### src/rtl/vshift_pkg.sv
package vshift_pkg;

  // Lane width encoding; the numeric value is the select on size_i.
  typedef enum logic [1:0] {
    LANE_8  = 2'd0,
    LANE_16 = 2'd1,
    LANE_32 = 2'd2,
    LANE_64 = 2'd3
  } lane_sz_e;

  localparam int NUM_SIZES = 4;
  localparam int CNT_BITS  = 8;
  localparam int MIN_LANE  = 8;

  function automatic int lane_bits(input int idx);
    return MIN_LANE << idx;
  endfunction

endpackage

### src/rtl/vshift_lane.sv
module vshift_lane #(
  parameter int LW = 8,
  parameter int CW = 8
) (
  input  logic [LW-1:0] a_i,
  input  logic [LW-1:0] cnt_i,
  input  logic          sgn_i,
  output logic [LW-1:0] y_o
);
  localparam int SW = $clog2(LW);

  logic [CW-1:0] c;
  logic          neg;
  logic [CW:0]   mag;
  logic          oor;
  logic [SW-1:0] amt;
  logic          fill;

  assign c    = cnt_i[CW-1:0];
  assign neg  = c[CW-1];
  // One extra bit so that the most negative count gets its true magnitude.
  assign mag  = neg ? ((CW+1)'(0) - {1'b1, c}) : {1'b0, c};
  assign oor  = (mag >= (CW+1)'(LW));
  assign amt  = mag[SW-1:0];
  assign fill = sgn_i & a_i[LW-1];

  always_comb begin
    if (!neg) begin
      y_o = oor ? '0 : (a_i << amt);
    end else if (oor) begin
      y_o = {LW{fill}};
    end else if (sgn_i) begin
      y_o = LW'($signed(a_i) >>> amt);
    end else begin
      y_o = a_i >> amt;
    end
  end

  always_comb begin
    if (!sgn_i && (mag >= (CW+1)'(LW)))
      assert_unsigned_sat_zero_R6: assert (y_o == '0);
    if (sgn_i && neg && (mag >= (CW+1)'(LW)))
      assert_signed_sat_fill_R5: assert (y_o == {LW{a_i[LW-1]}});
    if (!neg && (mag >= (CW+1)'(LW)))
      assert_left_sat_zero_R4: assert (y_o == '0);
  end

endmodule

### src/rtl/vshift_group.sv
module vshift_group #(
  parameter int VW = 128,
  parameter int LW = 8
) (
  input  logic [VW-1:0] a_i,
  input  logic [VW-1:0] cnt_i,
  input  logic          sgn_i,
  output logic [VW-1:0] y_o
);
  import vshift_pkg::*;

  localparam int NL = VW / LW;

  for (genvar l = 0; l < NL; l++) begin : g_lane
    vshift_lane #(
      .LW (LW),
      .CW (CNT_BITS)
    ) u_lane (
      .a_i   (a_i[l*LW +: LW]),
      .cnt_i (cnt_i[l*LW +: LW]),
      .sgn_i (sgn_i),
      .y_o   (y_o[l*LW +: LW])
    );
  end

endmodule

### src/rtl/vshift_unit.sv
module vshift_unit #(
  parameter int VEC_W = 128
) (
  input  logic             clk,
  input  logic             rst,
  input  logic             valid_i,
  input  logic [VEC_W-1:0] data_i,
  input  logic [VEC_W-1:0] cnt_i,
  input  logic [1:0]       size_i,
  input  logic             sgn_i,
  input  logic             half_i,
  output logic             valid_o,
  output logic [VEC_W-1:0] res_o
);
  import vshift_pkg::*;

  localparam int HALF = VEC_W / 2;

  logic [VEC_W-1:0] grp_y [NUM_SIZES];
  logic [VEC_W-1:0] sel_y;
  logic [VEC_W-1:0] res_n;
  lane_sz_e         sz;

  for (genvar g = 0; g < NUM_SIZES; g++) begin : g_size
    vshift_group #(
      .VW (VEC_W),
      .LW (lane_bits(g))
    ) u_grp (
      .a_i   (data_i),
      .cnt_i (cnt_i),
      .sgn_i (sgn_i),
      .y_o   (grp_y[g])
    );
  end

  assign sz = lane_sz_e'(size_i);

  always_comb begin
    case (sz)
      LANE_8:  sel_y = grp_y[0];
      LANE_16: sel_y = grp_y[1];
      LANE_32: sel_y = grp_y[2];
      default: sel_y = grp_y[3];
    endcase
    res_n = half_i ? {{HALF{1'b0}}, sel_y[HALF-1:0]} : sel_y;
  end

  always_ff @(posedge clk) begin
    if (rst) begin
      valid_o <= 1'b0;
      res_o   <= '0;
    end else begin
      valid_o <= valid_i;
      if (valid_i) res_o <= res_n;
    end
  end

  assert_valid_follows_R10: assert property (@(posedge clk) disable iff (rst)
    valid_i |=> valid_o);
  assert_idle_no_valid_R10: assert property (@(posedge clk) disable iff (rst)
    !valid_i |=> !valid_o);
  assert_idle_hold_R10: assert property (@(posedge clk) disable iff (rst)
    !valid_i |=> $stable(res_o));
  assert_half_upper_zero_R9: assert property (@(posedge clk) disable iff (rst)
    (valid_i && half_i) |=> (res_o[VEC_W-1:HALF] == '0));

endmodule

### config.mk
export PLATFORM = sky130hd
export DESIGN_NAME = vshift_unit
export DESIGN_NICKNAME = d
export VERILOG_FILES = /design/src/rtl/vshift_pkg.sv /design/src/rtl/vshift_lane.sv /design/src/rtl/vshift_group.sv /design/src/rtl/vshift_unit.sv
export SDC_FILE = /design/constraint.sdc
export NUM_CORES = 2
export LEC_CHECK = 0
export BUFFER_PORTS_ARGS = -buffer_cell sky130_fd_sc_hd__buf_2
export CAP_MARGIN = 10
export CORE_AREA = 2 2 457 414
export DETAILED_ROUTE_END_ITERATION = 8
export DIE_AREA = 0 0 459 416
export PLACE_DENSITY = 0.45
export RECOVER_POWER = 25
export SLEW_MARGIN = 10
export SYNTH_ARGS = -nofsm -noshare
export SYNTH_HDL_FRONTEND = slang
export SYNTH_SLANG_ARGS = --single-unit
export TNS_END_PERCENT = 50
### constraint.sdc
create_clock -name clk -period 5.1 [get_ports clk]
set_input_delay 0.255 -clock clk [delete_from_list [all_inputs] [get_ports clk]]
set_output_delay 0.255 -clock clk [all_outputs]
set_load 0.02 [all_outputs]
## Word level (Yosys, flattened, before mapping)

Cells that the tools add are included.

- Memories: 0
- RAM bits: 0
- Memory bits (read-only): 0
- Word-level logic and storage cells: 295
- Output and inout port bits: 129
- Input port bits: 263
- Flip-flop bits (word level): 129
- Bits in latches: 0

- Order comparisons: 30
- $add $sub $neg: 16
- Multiplexer cells: 138
- $mul: 0
- Equal/unequal tests: 2
- Reduce and logical (&&, ||, !) cells: 1
- Bitwise logic cells: 16
- Divide/modulo/power cells: 0
- Shift operators: 90

Operators by type and width:

| operator | number |
|---|---|
| 16-bit two-way mux | 32 |
| 32-bit two-way mux | 16 |
| 64-bit two-way mux | 8 |
| 8-bit two-way mux | 64 |
| 128-bit case mux with 3 select lines | 1 |
| 9-bit by 4-bit greater-or-equal comparator with 1-bit output (second input constant) | 16 |
| 9-bit two-way mux | 16 |
| 1-bit by 9-bit subtractor with 9-bit output (first input constant) | 16 |
| 128-bit two-way mux | 1 |
| 16-bit by 4-bit left shift with 16-bit output | 8 |
| 32-bit by 5-bit left shift with 32-bit output | 4 |
| 64-bit by 6-bit left shift with 64-bit output | 2 |
| 8-bit by 3-bit left shift with 8-bit output | 16 |
| 16-bit by 4-bit right shift with 16-bit output | 8 |
| 32-bit by 5-bit right shift with 32-bit output | 4 |
| 64-bit by 6-bit right shift with 64-bit output | 2 |
| 8-bit by 3-bit right shift with 8-bit output | 16 |
| 16-bit by 4-bit >>> shifter with 16-bit output | 8 |
| 32-bit by 5-bit >>> shifter with 32-bit output | 4 |
| 64-bit by 6-bit >>> shifter with 64-bit output | 2 |
| 8-bit by 3-bit >>> shifter with 8-bit output | 16 |
| 9-bit by 5-bit greater-or-equal comparator with 1-bit output (second input constant) | 8 |
| 9-bit by 6-bit greater-or-equal comparator with 1-bit output (second input constant) | 4 |
| 9-bit by 7-bit greater-or-equal comparator with 1-bit output (second input constant) | 2 |
| 4 further kinds | 19 |

## Longest topological paths before layout

- Depth in word-level cells: 8
- Depth in mapped cells: 20
- Gate-level depth less buffers: 11

## Hierarchy

Synthesis repeated with hierarchy kept, for this count alone.

- Cell total of the unflattened synthesis: 9566
- Area total of the unflattened synthesis: 72679.7 um2

By module, submodules not included:

| module | area an instance (um2) | cells an instance | times used |
|---|---|---|---|
| vshift_lane (g_size[3].u_grp.g_lane[0].u_lane ...) | 10009.6 | 1329 | 2 |
| vshift_lane (g_size[2].u_grp.g_lane[0].u_lane ...) | 4475.5 | 630 | 4 |
| vshift_lane (g_size[1].u_grp.g_lane[0].u_lane ...) | 1851.8 | 254 | 8 |
| vshift_lane (g_size[0].u_grp.g_lane[0].u_lane ...) | 780.7 | 107 | 16 |
| vshift_unit | 7452.1 | 644 | 1 |

## Worst setup path before layout

No wires, ideal clock.

- Path type: in2reg
- Start point: input port cnt_i[0]
- End point: register res_o[45]
- Data arrival time: 4.037 ns
- Path slack: 0.924 ns
- Required time: 4.961 ns
- Stages on the path: 17
- Cell sequence: clkbuf_1 -> buf_2 -> inv_2 -> buf_2 -> buf_2 -> buf_2 -> ha_1 -> and2b_2 -> xnor2_4 -> buf_4 -> buf_4 -> mux4_2 -> mux2i_1 -> mux2i_1 -> mux2_2 -> a2111oi_0 -> o32ai_1

- Word-level cells in the longest chain between the ends: 8
- Elaborated cells on any way between the ends: 12

RTL lines:

| element | line | text |
|---|---|---|
| from (decl) | vshift_unit.sv:8 | `input logic [VEC_W-1:0] cnt_i,` |
| 1-bit by 9-bit subtractor with 9-bit output | vshift_lane.sv:22 | `assign mag = neg ? ((CW+1)'(0) - {1'b1, c}) : {1'b0, c};` |
| 9-bit two-way mux (*) | vshift_lane.sv:22 |  |
| 64-bit by 6-bit right shift with 64-bit output / 64-bit by 6-bit >>> shifter with 64-bit output (equally long branches) | vshift_lane.sv:35, vshift_lane.sv:33 |  |
| 64-bit two-way mux | vshift_lane.sv:32 | `end else if (sgn_i) begin` |
| 64-bit two-way mux | vshift_lane.sv:30 | `end else if (oor) begin` |
| 64-bit two-way mux (*) | vshift_lane.sv:28 | `if (!neg) begin` |
| 128-bit case mux with 3 select lines (*) | vshift_unit.sv:39 | `case (sz)` |
| 128-bit two-way mux (*) | vshift_unit.sv:45 | `res_n = half_i ? {{HALF{1'b0}}, sel_y[HALF-1:0]} : sel_y;` |
| to (signal assigned) | vshift_unit.sv:54 | `if (valid_i) res_o <= res_n;` |
| to (decl) | vshift_unit.sv:13 | `output logic [VEC_W-1:0] res_o` |

Mark *: on every way between the ends. The rest lies on a longest branch, timed or not.
A chain may end at the register's enable or synchronous reset.

## Worst setup path after layout

- Start point: input port cnt_i[1]
- End point: register res_o[47]

Same word-level chain as after synthesis.

==> flow_summary.ini <==
[detailed_routing]
drtAntennaViolNets = 0
first_pass_iters = 9
via_count = 70800
drtIter0Drc = 11100
drt-wirelength-per-cell_um = 40.7
routed_via_density = 7.04
drt-total-wl_um = 409000
drc_errors = 0

[global_route]
grt_pass1_vias = 64500
overflow = 0
grt_pass1_wl_um = 557000
grt_max_degree = 80
antenna_found_initial = 38
grt_usage = 0.408

[worst_hold_path]
hold_path.class = primary input to flop
min_from = size_i[0]

[critical_path]
crit_path_start_kind = primary input
r2r_cells = 4
cp.required_ns = 5.52
reg2reg_setup_slack_ns = 2.84
critPathMaxFanout = 30
critPathLaunch = cnt_i[1]
path_class = primary input to flop
reg2reg_from = res_o[61]
crit_arrival_ns = 5.03
crit_end = res_o[47]
reg2reg_to = res_o[61]
endpoint_kind = flop

[synth]
ys_warn_count = 0
yosys.area_share.xor_xnor = 0.0110
ys_ff_latch = 129
synthAdderAreaFrac = 0.00410
synthTopCellsByArea = mux2i_1, mux4_2, a21oi_1, nand2_1, nor2_1
synth_compound_area_frac = 0.329
synthTopCellsByCount = nand2_1, nor2_1, mux2i_1, a21oi_1, clkbuf_1
avgSynthCellArea_um2 = 6.83
synth.distinct_cells = 107
synth_fp_nets = 7880
synth.most_common_cell = nand2_1
synth_top_family_by_area = compound AO/OA/AOI/OAI gates
syn-cell-area_mm2 = 0.0519
synthArstFlopShare = 0
synth.area.mux_share = 0.308
ys.flop_type = dfxtp_1
synthCells = 7600
synth_largest_area_cell = mux2i_1
synth_top_area_share = 0.149
synth-edff-count = 0
seq_area_frac_synth = 0.0497
synthSimpleGateAreaFrac = 0.221

[outcome]
outcome = finished, final reports clean

[floorplan]
dieArea_mm2 = 0.191
die_w_um = 459
rows = 151
core_mm2 = 0.187
ios = 392
die_h_um = 416
start_util = 0.278

[place]
port_buffers = 391
place_congestion = 1.07
dp.cells = 10000
post-dp-hpwl_um = 311000
pre_cts_ws_ns = 0.337

[sta]
report.final.hold_viol_count = 0
clock_skew_ns = 0
max_freq_ghz = 0.217
slew_headroom = 0.0260
layout_setup_ws_ns = 0.493
rsz0062_at_grt = false
final_max_slew_viol_count = 0
fin_crit_sh = 0.903
setup_violations = 0
min_period_ns = 4.61
worstMarginPinSlew_ns = 1.46

[clock_tree]
cts_setup_buffers = 0
h-tree-depth = 4
cts_buffers = 17
cts-root-buf = clkbuf_16
cts_hold_buffers = 0
cts_resized = 0
insertion_delay_ns = 0.56
clkSinkCount = 129
clkTransAtPathRegs_ns = 0.07
cts_tree = yes
clk_path_buf_depth = 2

[final_layout]
multiInputGateArea_mm2 = 0.0458
seqCellArea_mm2 = 0.00258
drive_above_1_share = 0.186
area_growth_pct = 12.2
n_fill_cell = 20700
final_nets = 7870
fin_cells = 10100

[pwr]
ir_drop_v = 0.000279
p_leak_nw = 22.0
p_per_area_mw_per_mm2 = 213

[run]
drv_cap = 0
-- flip-flops by register name (all words and copies together), names as in the netlist --
signal   flops
res_o      128
valid_o      1
-- worst min path at each step --
stage / end / slack, ns / cells past startpoint
6_report: res_o[93] / 0.21 / 3
5_1_grt: res_o[43] / 0.21 / 3
4_1_cts: res_o[93] / 0.17 / 3
3_5_place_dp: res_o[33] / 0.44 / 2
3_3_place_gp: res_o[33] / 0.44 / 2
2_1_floorplan: res_o[92] / 0.51 / 3
-- layout make-up --
class,instances,area share
tap,2448,0.0526
clock buffer,20,0.00801
inverter,82,0.00531
timing repair buffer,854,0.0989
sequential,129,0.0443
antenna,14,0.000602
clock inverter,12,0.00352
multi-input combinational,6506,0.787
-- metal layers --
layer | vias up | global-route usage | part of all wire
li1 | 29100 | - | -
met1 | 35300 | 0.571 | 0.42
met2 | 5397 | 0.583 | 0.41
met3 | 915 | 0.0991 | 0.11
met4 | 34 | 0.191 | 0.058
met5 | - | 0 | 0.00051
-- placed cells by master, fill, tap and decap left out, drive strengths merged, types with 75 or more instances in the layout --
cell type,n
nand2,912
buf,789
nor2,787
mux2i,776
a21oi,703
o21ai,571
mux4,262
nand3,223
nor3,216
mux2,204
a31oi,180
o211ai,156
dfxtp,129
a211oi,128
clkbuf,84
o22ai,82
o221ai,79
a221oi,75
-- cells by family after synthesis --
family                     after synthesis
AOI/OAI and AO/OA                     2621
xor gates and xnor gates                58
adders and majority gates               17
buffers and inverters                  965
DFF                                    129
muxes                                 1242
and+or+nand+nor                       2568
-- critical path: stages --
cell and delay (ns):
buf_2 0.18, inv_1 0.08, ha_1 0.16, and2b_2 0.30, xnor2_4 0.86, buf_12 0.31
mux2i_1 0.21, o22ai_1 0.15, o41ai_1 0.99, o21ai_0 0.18, a311oi_1 1.00, buf_4 0.24
a211oi_1 0.07
-- metrics by stage --
| stage | power [mW] | hold slack [ns] | TNS, ns | util | instance area (um^2) |
|---|---|---|---|---|---|
| 2_1_floorplan | 6.41 | 0.509 | 0 | - | 51900 |
| 3_3_place_gp | 10.5 | 0.436 | -0.0681 | 0.309 | 57600 |
| 3_5_place_dp | 10.4 | 0.443 | 0 | 0.309 | 57600 |
| 4_1_cts | 12.0 | 0.171 | 0 | 0.312 | 58300 |
| 5_1_grt | 12.6 | 0.207 | 0 | 0.312 | 58200 |
| 6_report | 12.4 | 0.208 | 0 | 0.312 | 58200 |
-- power by group --
part	internal [mW]	total (mW)	switching (mW)
logic	2.91	9.67	6.76
registers	1.07	1.16	0.0934
clock network	0.906	1.59	0.681
total	4.88	12.4	7.54
Power figures use the tool's default switching activity.
